==> config.mk <==
export PLATFORM = sky130hd
export DESIGN_NAME = cfg_reg_buffer
export DESIGN_NICKNAME = d
export VERILOG_FILES = /design/src/rtl/crb_pkg.sv /design/src/rtl/crb_ctrl.sv /design/src/rtl/crb_datapath.sv /design/src/rtl/cfg_reg_buffer.sv
export SDC_FILE = /design/constraint.sdc
export NUM_CORES = 1
export LEC_CHECK = 0
export BUFFER_PORTS_ARGS = -buffer_cell sky130_fd_sc_hd__buf_4
export CAP_MARGIN = 20
export CORE_MARGIN = 2
export CORE_UTILIZATION = 40
export DETAILED_ROUTE_END_ITERATION = 10
export PLACE_DENSITY = 0.68
export SETUP_SLACK_MARGIN = 0.2
export SYNTH_ARGS = -nofsm -noshare
export SYNTH_HDL_FRONTEND = slang
export SYNTH_SLANG_ARGS = --single-unit
==> constraint.sdc <==
create_clock -name clk -period 1.1 [get_ports clk]
set_input_delay 0.165 -clock clk [delete_from_list [all_inputs] [get_ports clk]]
set_output_delay 0.165 -clock clk [all_outputs]
set_load 0.05 [all_outputs]
==> src/rtl/crb_pkg.sv <==
package crb_pkg;
  typedef struct packed {
    logic load;
    logic fanOut;
    logic mapB;
  } crb_strobe_t;
endpackage

==> src/rtl/crb_ctrl.sv <==
module crb_ctrl
  import crb_pkg::*;
(
  input  logic        fanSel,
  input  logic        mapSel,
  input  logic        selAN,
  input  logic        selBN,
  output crb_strobe_t strb
);
  always_comb begin
    strb.load   = ~(selAN & selBN);
    strb.fanOut = fanSel;
    strb.mapB   = fanSel & mapSel;
  end
endmodule

==> src/rtl/crb_datapath.sv <==
module crb_datapath
  import crb_pkg::*;
#(
  parameter int WIDE_W   = 25,
  parameter int NARROW_W = 14,
  parameter int OUT_W    = 28
) (
  input  logic              clk,
  input  logic              rstN,
  input  crb_strobe_t       strb,
  input  logic [WIDE_W-1:0] dataIn,
  output logic [OUT_W-1:0]  dataOut
);
  logic [WIDE_W-1:0] capReg;
  logic [OUT_W-1:0]  wideOut, splitOut, leaveOut;

  always_ff @(posedge clk or negedge rstN) begin
    if (!rstN)          capReg <= '0;
    else if (strb.load) capReg <= dataIn;
  end

  always_comb begin
    wideOut = '0;
    wideOut[WIDE_W-1:0] = capReg;
  end

  always_comb begin
    splitOut = '0;
    leaveOut = '0;
    for (int i = 0; i < NARROW_W; i++) begin
      splitOut[i]            = capReg[i];
      splitOut[i + NARROW_W] = capReg[i];
      leaveOut[2*i]          = capReg[i];
      leaveOut[2*i + 1]      = capReg[i];
    end
  end

  always_comb begin
    if (!strb.fanOut)   dataOut = wideOut;
    else if (strb.mapB) dataOut = leaveOut;
    else                dataOut = splitOut;
  end

  // a held edge leaves the register untouched
  a_r6_hold_when_deselected: assert property (@(posedge clk) disable iff (!rstN)
    !strb.load |=> $stable(capReg));

  // a loading edge captures the input word
  a_r7_load_when_selected: assert property (@(posedge clk) disable iff (!rstN)
    strb.load |=> capReg == $past(dataIn));

  // split layout duplicates the low half onto the high half
  a_r2_split_copies: assert property (@(posedge clk) disable iff (!rstN)
    (strb.fanOut && !strb.mapB) |-> dataOut[NARROW_W-1:0] == dataOut[2*NARROW_W-1:NARROW_W]);

  // straight mode leaves the spare outputs low
  a_r1_spare_low: assert property (@(posedge clk) disable iff (!rstN)
    !strb.fanOut |-> dataOut[OUT_W-1:WIDE_W] == '0);
endmodule

==> src/rtl/cfg_reg_buffer.sv <==
module cfg_reg_buffer
  import crb_pkg::*;
#(
  parameter  int WIDE_W   = 25,
  parameter  int NARROW_W = 14,
  localparam int OUT_W    = (WIDE_W > 2*NARROW_W) ? WIDE_W : 2*NARROW_W
) (
  input  logic              clk,
  input  logic              rstN,
  input  logic              fanSel,
  input  logic              mapSel,
  input  logic              selAN,
  input  logic              selBN,
  input  logic [WIDE_W-1:0] dataIn,
  output logic [OUT_W-1:0]  dataOut
);
  crb_strobe_t strb;

  crb_ctrl i_ctrl (
    .fanSel (fanSel),
    .mapSel (mapSel),
    .selAN  (selAN),
    .selBN  (selBN),
    .strb   (strb)
  );

  crb_datapath #(
    .WIDE_W   (WIDE_W),
    .NARROW_W (NARROW_W),
    .OUT_W    (OUT_W)
  ) i_datapath (
    .clk     (clk),
    .rstN    (rstN),
    .strb    (strb),
    .dataIn  (dataIn),
    .dataOut (dataOut)
  );

  // zero input words keep zero outputs after reset release
  a_r9_quiet_after_reset: assert property (@(posedge clk) disable iff (!rstN)
    ($past(dataIn) == '0 && $past(dataOut) == '0) |-> dataOut == '0);

  // interleaved layout drives each output pair equally
  a_r3_pairs_match: assert property (@(posedge clk) disable iff (!rstN)
    (fanSel && mapSel) |-> (dataOut[0] == dataOut[1] && dataOut[2*NARROW_W-2] == dataOut[2*NARROW_W-1]));
endmodule

# Word-level counts from Yosys, hierarchy flattened
# Cells that the tools add are included.
totals:
  reg_bits: 25
  in_bits: 31
  output_inout_bits: 28
  word_cells: 5
op_classes:
  n_mux: 2
  bitwise_logic: 2
op_table:
  columns: ["operator", "n"]
  rows:
  - ["$mux 28", 1]
  - ["$mux 27", 1]
  - ["$and 1x1->1", 2]

# Longest topological paths before layout
# Gate-level depths: netlist of the first run.
depth:
  word_depth: 3
  depth_mapped: 4
  depth_no_buf: 2

# Cells and area by module
# From an unflattened synthesis of the first run, not the netlist that was laid out.
unflattened:
  cells_unflattened: 121
  hier_area_um2: 1425.1
modules_own_cells:
  columns: ["mod", "instances", "cells_per_inst", "area_per_inst_um2", "seq_area_each_um2"]
  rows:
  - ["crb_datapath", 1, 118, 1407.6, 625.6]
  - ["crb_ctrl", 1, 3, 17.5, 0.0]

# Worst setup path before layout of the first run
# No wires, ideal clock.
synth_path:
  kind: "input to output"
  startpoint: "in mapSel"
  endpoint: "out dataOut[15]"
  arrival_time_ps: 1328
  t_required_ps: 935
  slack_ps: -393
  cell_stages: 4
  n_path_buf: 2
  path_cell_list: "buf_6 -> buf_12 -> mux2i_1 -> a21oi_1"
synth_between:
  elab_chain_len: 3
synth_lines:
  columns: ["item", "line_no", "source"]
  rows:
  - ["start: declaration", "cfg_reg_buffer.sv:11", "input logic mapSel,"]
  - ["$and 1x1->1", "crb_ctrl.sv:13", "strb.mapB = fanSel & mapSel;"]
  - ["$mux 27", "crb_datapath.sv:40", "else if (strb.mapB) dataOut = leaveOut;"]
  - ["$mux 28", "crb_datapath.sv:39", "if (!strb.fanOut) dataOut = wideOut;"]
  - ["end: declaration", "cfg_reg_buffer.sv:15", "output logic [OUT_W-1:0] dataOut"]
# No other way between the ends.

# Worst setup path after layout of the first run
layout_path:
  startpoint: "reg i_datapath.capReg[10]"
  endpoint: "out dataOut[21]"
layout_between:
  elab_chain_len: 2
layout_lines:
  columns: ["item", "line_no", "source"]
  rows:
  - ["start: declaration", "crb_datapath.sv:14", "logic [WIDE_W-1:0] capReg;"]
  - ["start signal: assignment", "crb_datapath.sv:19", "else if (strb.load) capReg <= dataIn;"]
  - ["$mux 27", "crb_datapath.sv:40", null]
  - ["$mux 28", "crb_datapath.sv:39", null]
# No other way between the ends.

==> impl_results.md, run 1 <==
- Pint: approximately 2000 uW
- Bufs and invs on worst path: 1
- Violated checks: negative setup slack
- Hold Crit Class: input port to flip-flop
- DR pass1 iterations: 4
- RePlAce Congestion: roughly 0.73
- Syn Inst Count: 118
- Top Registers: i_datapath.capReg (25)
- H-tree lvl count: 1
- Post-route worst setup slack: -0.323 ns
- Syn nets: between 100 and 150
- Total track usage: about a fifth
- CP arrival: approximately 1.3 ns
- R2r worst-path depth: 4
- Die Area: 4200 um^2
- WL met1: between 1500 and 2000 um
- HPWL Detailed: ~2800 um
- Design Area, Final: 2780 um^2
- Iteration-0 DRC Markers: 42
- Lkg Pwr: about 0.0013 uW
- Final hold vios: 0
- Yosys cell types: 16
- WP data required: between 0.9 and 1 ns
- Met2 WL: 2330 um
- RSZ-0062 raised after global routing: yes
- Critical path's largest stage delay: 0.48 ns
- Slew @ Worst Pin: between 0.3 and 0.4 ns
- Syn Area/Cell: 12.5 um^2
- Synth Warn #: 0
- Final #Nets: about 230
- Setup crit end kind: output port
- Placed Area: 2290 um^2
- Clock root buffer: clkbuf_8
- Status: finished with violations
- P&R area growth vs syn: 87.9%
- Initial antenna violation count: 0
- Hold path cells: 2
- Grt ovf: 0
- Worst vdd ir: between 0.6 and 0.7 mV
- DP Cell Count: roughly 240
- Clk sinks: 25
- Combinational power share: 48.6%
- Share of power burned in registers: between 30 and 40%
- Flops & latches, synth: 25
- First-pass GRT wire length: ~6900 um
- Top delay family on crit path: flip-flops
- Mean routed wirelength per cell: approximately 17 um
- Startpoint Class: flip-flop
- Ant diodes: 0
- Most frequent cells in the layout: buf_4, buf_6, mux2_4
- P_sw: around 1200 uW
- Relative slew slack: approximately 78%
- Final clock skew: 0 ns
- FP Rows: 22
- TritonCTS clock tree: built
- Pins Over Slew Limit: 0
- Setup CP Type: flip-flop to output port
- Pre-CTS WS: -0.140 ns
- F_max: approximately 700 MHz
- Routed WL: 4240 um
- Number of global-route vias before repair: ~1400
- Final cycle utilization of the critical path: 129%
- Die H: around 65 um
- Vias post-DR: 1230
- Largest fanout on the critical path: 5
- Fin Hold WS: about 0.13 ns
- Detail Route met3 WL: 112 um
- Final setup vio count: 30
- Largest register FFs: 25
- IO Port Bufs: between 50 and 60
- I/O pin total: 59
- # DRC: 0
- Worst skew pair latency: between 0.2 and 0.3 ns
- Initial Utilization: between 40% and 50%
- Sequential area share after synthesis: a little over two fifths
- Clock share of power: between 15 and 20%
- Die X: about 65 um
- Max layer used: met4
- Reg with most FFs: i_datapath.capReg
- Largest net degree at the start of global routing: 26
- Switching Share: roughly 36%
- Synth Cell Area: 1480 um^2
- Slowest CP cell: dfrtp_2
- Longest Clk Path Bufs: 2
- Final antenna-violating net count: 0
- Post-route minimum period: 1.42 ns
- CTS Buf Count: 3
- Most common cell after layout, fill and taps aside: buf_4
- Vias/cell: ~4.9
- Reg clk slew, reported paths: about 0.090 ns
- Total power: approximately 3200 uW
- WP depth: 3
- Power per cell area: about 1200 nW/um^2
- Crit path cell chain: mux2i_2 > a21oi_4 > buf_4
- Share of layout cells above drive strength 1: ~83%
- Finished Layout Cells: 250
- Max Cap Viol: 0
- Core Area: between 3000 and 4000 um^2
[final timing paths]
path | to | slack [ns] | startpoint
setup reg to reg | i_datapath.capReg[5] | -0.06 | i_datapath.capReg[5]
max in group asynchronous | i_datapath.capReg[4] | 0.49 | rstN
min in group asynchronous | i_datapath.capReg[20] | 0.35 | rstN
setup / recovery | dataOut[21] | -0.32 | i_datapath.capReg[10]
hold reg to reg | i_datapath.capReg[19] | 0.52 | i_datapath.capReg[19]
hold / removal | i_datapath.capReg[0] | 0.13 | dataIn[0]
[final cells by class]
cell class / instances / area [um^2]
tap: 48 / 60.1
sequential: 25 / 637
fill: 217 / 830
multi-input combinational: 84 / 1120
clock buffer: 4 / 45.0
timing repair buffer: 89 / 915
[Yosys cell counts, drive strengths merged]
cell   instances  area, um^2
nand2          2        10.0
and2           1        6.26
mux2i         13         130
a21o          12        90.1
nor2          11        41.3
mux2          26         368
nor2b          2        12.5
and3           6        45.0
a21oi         11        55.1
buf            9        93.8
dfrtp         25         626
[power groups by stage]
stage	Combinational (uW)	Clock, uW	Sequential, uW
after global routing	1630	597	1120
final	1560	547	1110
after detailed placement	1280	0	1080
after global placement	1260	0	1080
after CTS	1500	561	1090
after floorplan	872	0	1070
[per-layer routing]
layer	track usage, %	vias to the layer above
met5	0	-
met4	3.99	0
met3	2.26	2
met2	40.3	31
met1	26.3	611
li1	-	586
[through the flow]
stage	TNS, ns	utilization [%]
after global routing	-8.26	77.0
after global placement	-2.41	63.6
after detailed placement	-2.89	63.6
final	-7.09	77.0
after CTS	-7.12	73.9
after floorplan	0	-
[timing repair]
action / 4_1_cts / 5_1_grt
pin swaps: 10 / 4
resized for setup: 76 / 18
buffers inserted: 3 / 3
hold buffers: 1 / 0
setup endpoints to repair: 38 / 39
endpoints found under the hold margin: 25 / 0
[cell families after synthesis]
group / count (synthesis) / share of synthesized area, %
buffers and inverters: 9 / 6.35
AO/OA/AOI/OAI: 23 / 9.82
flip-flops: 25 / 42.3
AND/OR/NAND/NOR: 22 / 7.79
multiplexers: 39 / 33.7
[worst reg2reg max path: cells and delay by family (launching register included)]
family   cells  cell delay, ns
mux          1            0.26
flops        1            0.46
buf+inv      3            0.34
Note: power is estimated with default switching activity, not from simulation.
==> run 2, diff against run 1 <==
ABC_AREA = 1   (was not set)
==> impl_results.md, run 2 <==
- Status: finished with violations
- Violated checks: negative setup slack
- HPWL Detailed: 2990 um
- Grt ovf: 0
- Critical Path Most Common Cell: nand3_4
- DP Cell Count: 291
- Clk sinks: 25
- H-tree lvl count: 1
- Number of global-route vias before repair: 1419
- Hold_sp: dataIn[20]
- Max Cap Viol: 0
- Fin Hold WS: around 0.014 ns
- RR Endpoint: i_datapath.capReg[1]
- Power per cell area: between 1000 and 1500 nW/um^2
- Hold endpoint: i_datapath.capReg[20]
- I/O pin total: 59
- First-pass GRT wire length: ~6800 um
- Synth Cell Area: approximately 1500 um^2
- Initial antenna violation count: 0
- Syn Area/Cell: between 7 and 8 um^2
- Die Area: approximately 4100 um^2
- Largest register FFs: 25
- Bufs and invs on worst path: 2
- Vias post-DR: between 1500 and 2000
- RSZ-0062 raised after global routing: yes
- Final hold vios: 0
- Final clock skew: 0 ns
- Reg clk slew, reported paths: 0.14 ns
- Longest Clk Path Bufs: 2
- Most common cell after layout, fill and taps aside: nand2_1
- Final setup vio count: 28
- Initial Utilization: 42.7%
- Startpoint Class: flip-flop
- FP Rows: 21
- Synth area leader: dfrtp_1
- Sequential area share after synthesis: a little over two fifths
- DR pass1 iterations: 4
- Total power: just under 3000 uW
- Ant diodes: 0
- Top cells by count, synth: nand2_1, nand3_1, dfrtp_1
- Fin Setup TNS: -6.46 ns
- TritonCTS clock tree: built
- Post-route worst setup slack: -0.297 ns
- Syn nets: roughly 220
- R2r worst-path depth: 3
- Slew @ Worst Pin: ~0.39 ns
- CP arrival: ~1.2 ns
- WP depth: 4
- Mean routed wirelength per cell: 14.3 um
- Most common cell in the netlist: nand2_1
- Top cell type's share of synthesized area: 42.8%
- Lkg Pwr: ~0.0013 uW
- Largest fanout on the critical path: 3
- Reg2Reg Setup Slack: about 0.27 ns
- Hold Crit Class: input port to flip-flop
- Hold path cells: 3
- Iteration-0 DRC Markers: 76
- Most frequent cells in the layout: nand2_1, buf_4, buf_6
- Pins Over Slew Limit: 0
- Synth Warn #: 0
- Post-route minimum period: 1.40 ns
- Syn Inst Count: between 150 and 200
- Vias/cell: about 5.0
- Final cycle utilization of the critical path: 127%
- Top delay family on crit path: flip-flops
- IO Port Bufs: 58
- Yosys cell types: 11
- Clock root buffer: clkbuf_4
- Share of layout cells above drive strength 1: a little under three fifths
- Die H: 64.4 um
- Reg2reg start: i_datapath.capReg[1]
- Finished Layout Cells: roughly 300
- Crit path cell chain: buf_6 > nand3_4 > nand3_4 > buf_8
- Worst vdd ir: between 0.5 and 0.6 mV
- P&R area growth vs syn: 82.3%
- Total track usage: between 20 and 25%
- Synth async-reset ratio: 100%
- Final antenna-violating net count: 0
- Die X: approximately 64 um
- Final #Nets: between 200 and 300
- Reg with most FFs: i_datapath.capReg
- Top cells by area, synth: dfrtp_1, nand2_1, nand3_1
- Relative slew slack: roughly three quarters
- Largest net degree at the start of global routing: 34
- # DRC: 0
- Core Area: around 3400 um^2
- RePlAce Congestion: between 0.8 and 0.9
- Worst skew pair latency: around 0.32 ns
- Prevailing post-synth register cell: dfrtp_1
- WP data required: 0.94 ns
- Setup CP Type: flip-flop to output port
- CTS Buf Count: 3
- Slowest CP cell: dfrtp_1
- F_max: around 700 MHz
- Flops & latches, synth: 25
- Setup crit end kind: output port
- Critical path's largest stage delay: roughly 0.46 ns
- Top Registers: i_datapath.capReg (25)
- Number of flops mapped to enable cells by yosys: 0
- Routed WL: approximately 4300 um
==> run 2: timing repair <==
| item | in CTS | in global routing |
|---|---|---|
| setup buffers | 4 | 2 |
| resized for setup | 66 | 25 |
| hold buffers | 1 | 0 |
| pin swaps | 10 | 13 |
| endpoints found under the hold margin | 25 | 0 |
| endpoints found under the setup margin | 28 | 29 |
==> run 2: worst max path at each step <==
| stage | from | end | slack, ns |
|---|---|---|---|
| after floorplan | mapSel | dataOut[10] | 0.11 |
| after global placement | fanSel | dataOut[11] | -0.09 |
| after detailed placement | fanSel | dataOut[11] | -0.13 |
| after CTS | i_datapath.capReg[10] | dataOut[20] | -0.30 |
| after global routing | i_datapath.capReg[8] | dataOut[22] | -0.35 |
| final | i_datapath.capReg[10] | dataOut[24] | -0.30 |
==> run 2: cell families after synthesis <==
kind of cell / Yosys count / share of synthesized area [%]
flip-flops: 25 / 42.8
AO/OA/AOI/OAI: 22 / 11.1
AND/OR/NAND/NOR: 117 / 35.1
buffers and inverters: 26 / 10.9
==> run 2: metal layers <==
layer  vias to the layer above  part of all wire (%)  global-route usage (%)  wire [um]
met1                       697                    43                    28.0       1880
met4                         0                   1.3                    7.18         57
met5                         -                     0                       0          0
met2                        45                    51                    36.3       2200
met3                         5                   4.5                    3.30        194
li1                        756                     -                       -          -
==> run 2: power by group <==
part,switching [uW],internal (uW)
logic,856,586
registers,78.1,997
clock network,280,142
total,1210,1730
==> run 2: final cells by class <==
cell class                      count  area (um^2)
Multi-Input combinational cell    139         1120
Timing Repair Buffer               77          790
Fill cell                         229          753
Sequential cell                    25          631
Tap cell                           46         57.6
Inverter                           11         41.3
Clock buffer                        4         26.3
==> run 2: per-stage QoR <==
step | setup slack, ns | area, um^2 | util (%)
3_3_place_gp | -0.0900 | 2240 | 65.6
2_1_floorplan | 0.107 | 1780 | -
3_5_place_dp | -0.130 | 2240 | 65.6
5_1_grt | -0.352 | 2660 | 77.9
6_report | -0.297 | 2660 | 77.9
4_1_cts | -0.296 | 2540 | 74.4
==> run 2: worst min-delay path, delay by kind of cell <==
kind / cells / cell delay, ns
buf+inv: 1 / 0.07
simple gates: 2 / 0.08
==> run 3, diff against run 2 <==
PLACE_DENSITY = 0.73   (was 0.68)
SKIP_CTS_REPAIR_TIMING = 1   (was not set)
==> impl_results.md, run 3 (synthesis gave the netlist of run 2 again) <==
- Final antenna-violating net count: 0
- Ant diodes: 0
- Final #Nets: approximately 290
- Final setup vio count: 28
- Worst skew pair latency: 0.33 ns
- Reg with most FFs: i_datapath.capReg
- Largest net degree at the start of global routing: 34
- Lkg Pwr: ~0.0013 uW
- Hold Crit Class: input port to flip-flop
- Slew @ Worst Pin: around 0.38 ns
- I/O pin total: between 50 and 60
- Reg clk slew, reported paths: approximately 0.15 ns
- FP Rows: 21
- Vias post-DR: around 1500
- P&R area growth vs syn: 81.7%
- H-tree lvl count: 1
- Post-route minimum period: around 1.4 ns
- Final cycle utilization of the critical path: 128%
- Mean routed wirelength per cell: ~14 um
- Power per cell area: approximately 1100 nW/um^2
- Die Area: 4150 um^2
- Critical Path Most Common Cell: buf_6
- DP Cell Count: a little under 300
- WP data required: between 0.9 and 1 ns
- HPWL Detailed: ~3000 um
- RePlAce Congestion: 0.866
- Routed WL: 4380 um
- Post-route worst setup slack: -0.313 ns
- Largest fanout on the critical path: 3
- TritonCTS clock tree: built
- Pins Over Slew Limit: 0
- Setup crit end kind: output port
- Final clock skew: 0 ns
- Die H: around 64 um
- Most common cell after layout, fill and taps aside: nand2_1
- Violated checks: negative setup slack
- Max Cap Viol: 0
- Crit path cell chain: buf_6 > nand2_2 > o21ai_4 > buf_6
- Clock root buffer: clkbuf_4
- Relative slew slack: roughly three quarters
- CP arrival: about 1.3 ns
- Grt ovf: 0
- Iteration-0 DRC Markers: 94
- Clk sinks: 25
- Share of layout cells above drive strength 1: 55.4%
- Initial Utilization: between 40 and 50%
- CTS Buf Count: 3
- Total track usage: 20.0%
- Fin Hold WS: 0.00318 ns
- Vias/cell: 5.03
- Setup CP Type: flip-flop to output port
- Fin Setup TNS: -6.82 ns
- Slowest CP cell: dfrtp_1
- Startpoint Class: flip-flop
- F_max: a little over 700 MHz
- Core Area: around 3400 um^2
- First-pass GRT wire length: approximately 6500 um
- Total power: roughly 2900 uW
- Most frequent cells in the layout: nand2_1, buf_4, buf_6
- Worst vdd ir: 0.955 mV
- Final hold vios: 0
- Largest register FFs: 25
- Die X: ~64 um
- Status: finished with violations
- Total of fill cells in the finished design: about 230
- RSZ-0062 raised after global routing: yes
- Finished Layout Cells: a little over 300
- Critical path's largest stage delay: 0.45 ns
- Initial antenna violation count: 0
- DR pass1 iterations: 4
- IO Port Bufs: just under 60
- Top Registers: i_datapath.capReg (25)
- Longest Clk Path Bufs: 2
- Number of global-route vias before repair: about 1400
- # DRC: 0
- Pre-CTS WS: -0.142 ns
-- run 3: cell count changes in the layout (fill, tap and decap cells not counted), moves of 2 or more --
| cell | before | now |
|---|---|---|
| buf_4 | 36 | 38 |
| buf_6 | 27 | 30 |
| nand3_1 | 17 | 19 |
| dlygate4sd3_1 | 1 | 6 |
| dfrtp_1 | 21 | 23 |
| dfrtp_2 | 4 | 2 |
| buf_8 | 11 | 6 |
-- run 3: critical path: cells and delay by family (launching register included) --
kind	cells	cell delay [ns]
AOI/OAI and AO/OA	1	0.07
buffers and inverters	2	0.30
DFF	1	0.45
and+or+nand+nor	1	0.08
-- run 3: metal layers --
| layer | vias to the layer above | wire length (um) | track usage, % |
|---|---|---|---|
| met2 | 51 | 2220 | 32.8 |
| met3 | 5 | 229 | 4.51 |
| met1 | 720 | 1890 | 26.5 |
| met4 | 0 | 42 | 5.59 |
| met5 | - | 0 | 0 |
| li1 | 763 | - | - |
-- run 3: stage by stage --
stage / area (um^2) / utilization, %
after floorplan: 1780 / -
after global placement: 2220 / 65.1
after detailed placement: 2220 / 65.1
after CTS: 2250 / 65.9
after global routing: 2650 / 77.7
final: 2650 / 77.7
-- run 3: power by group --
| group | internal (uW) | switching [uW] | leakage [uW] |
|---|---|---|---|
| Clock | 140 | 305 | 0.0000139 |
| Sequential | 996 | 73.6 | 0.000296 |
| Combinational | 570 | 853 | 0.000967 |
| Total | 1710 | 1230 | 0.00128 |
-- run 3: layout make-up --
cell class                 instances  area [um^2]  area share (%)
timing repair buffer              81          793            29.9
multi-input combinational        139         1100            41.6
tap                               46         57.6            2.17
inverter                          11         41.3            1.56
sequential                        25          628            23.7
clock buffer                       3         22.5           0.849
clock inverter                     1         7.51           0.283
-- run 3: final timing paths --
| check | start | slack [ns] | to | cells after the start |
|---|---|---|---|---|
| setup / recovery | i_datapath.capReg[9] | -0.31 | dataOut[9] | 4 |
| hold / removal | dataIn[17] | 0.003 | i_datapath.capReg[17] | 3 |
| setup reg to reg | i_datapath.capReg[11] | 0.21 | i_datapath.capReg[11] | 4 |
| hold reg to reg | i_datapath.capReg[19] | 0.52 | i_datapath.capReg[19] | 2 |
| max in group asynchronous | rstN | 0.59 | i_datapath.capReg[12] | 2 |
| min in group asynchronous | rstN | 0.24 | i_datapath.capReg[14] | 2 |
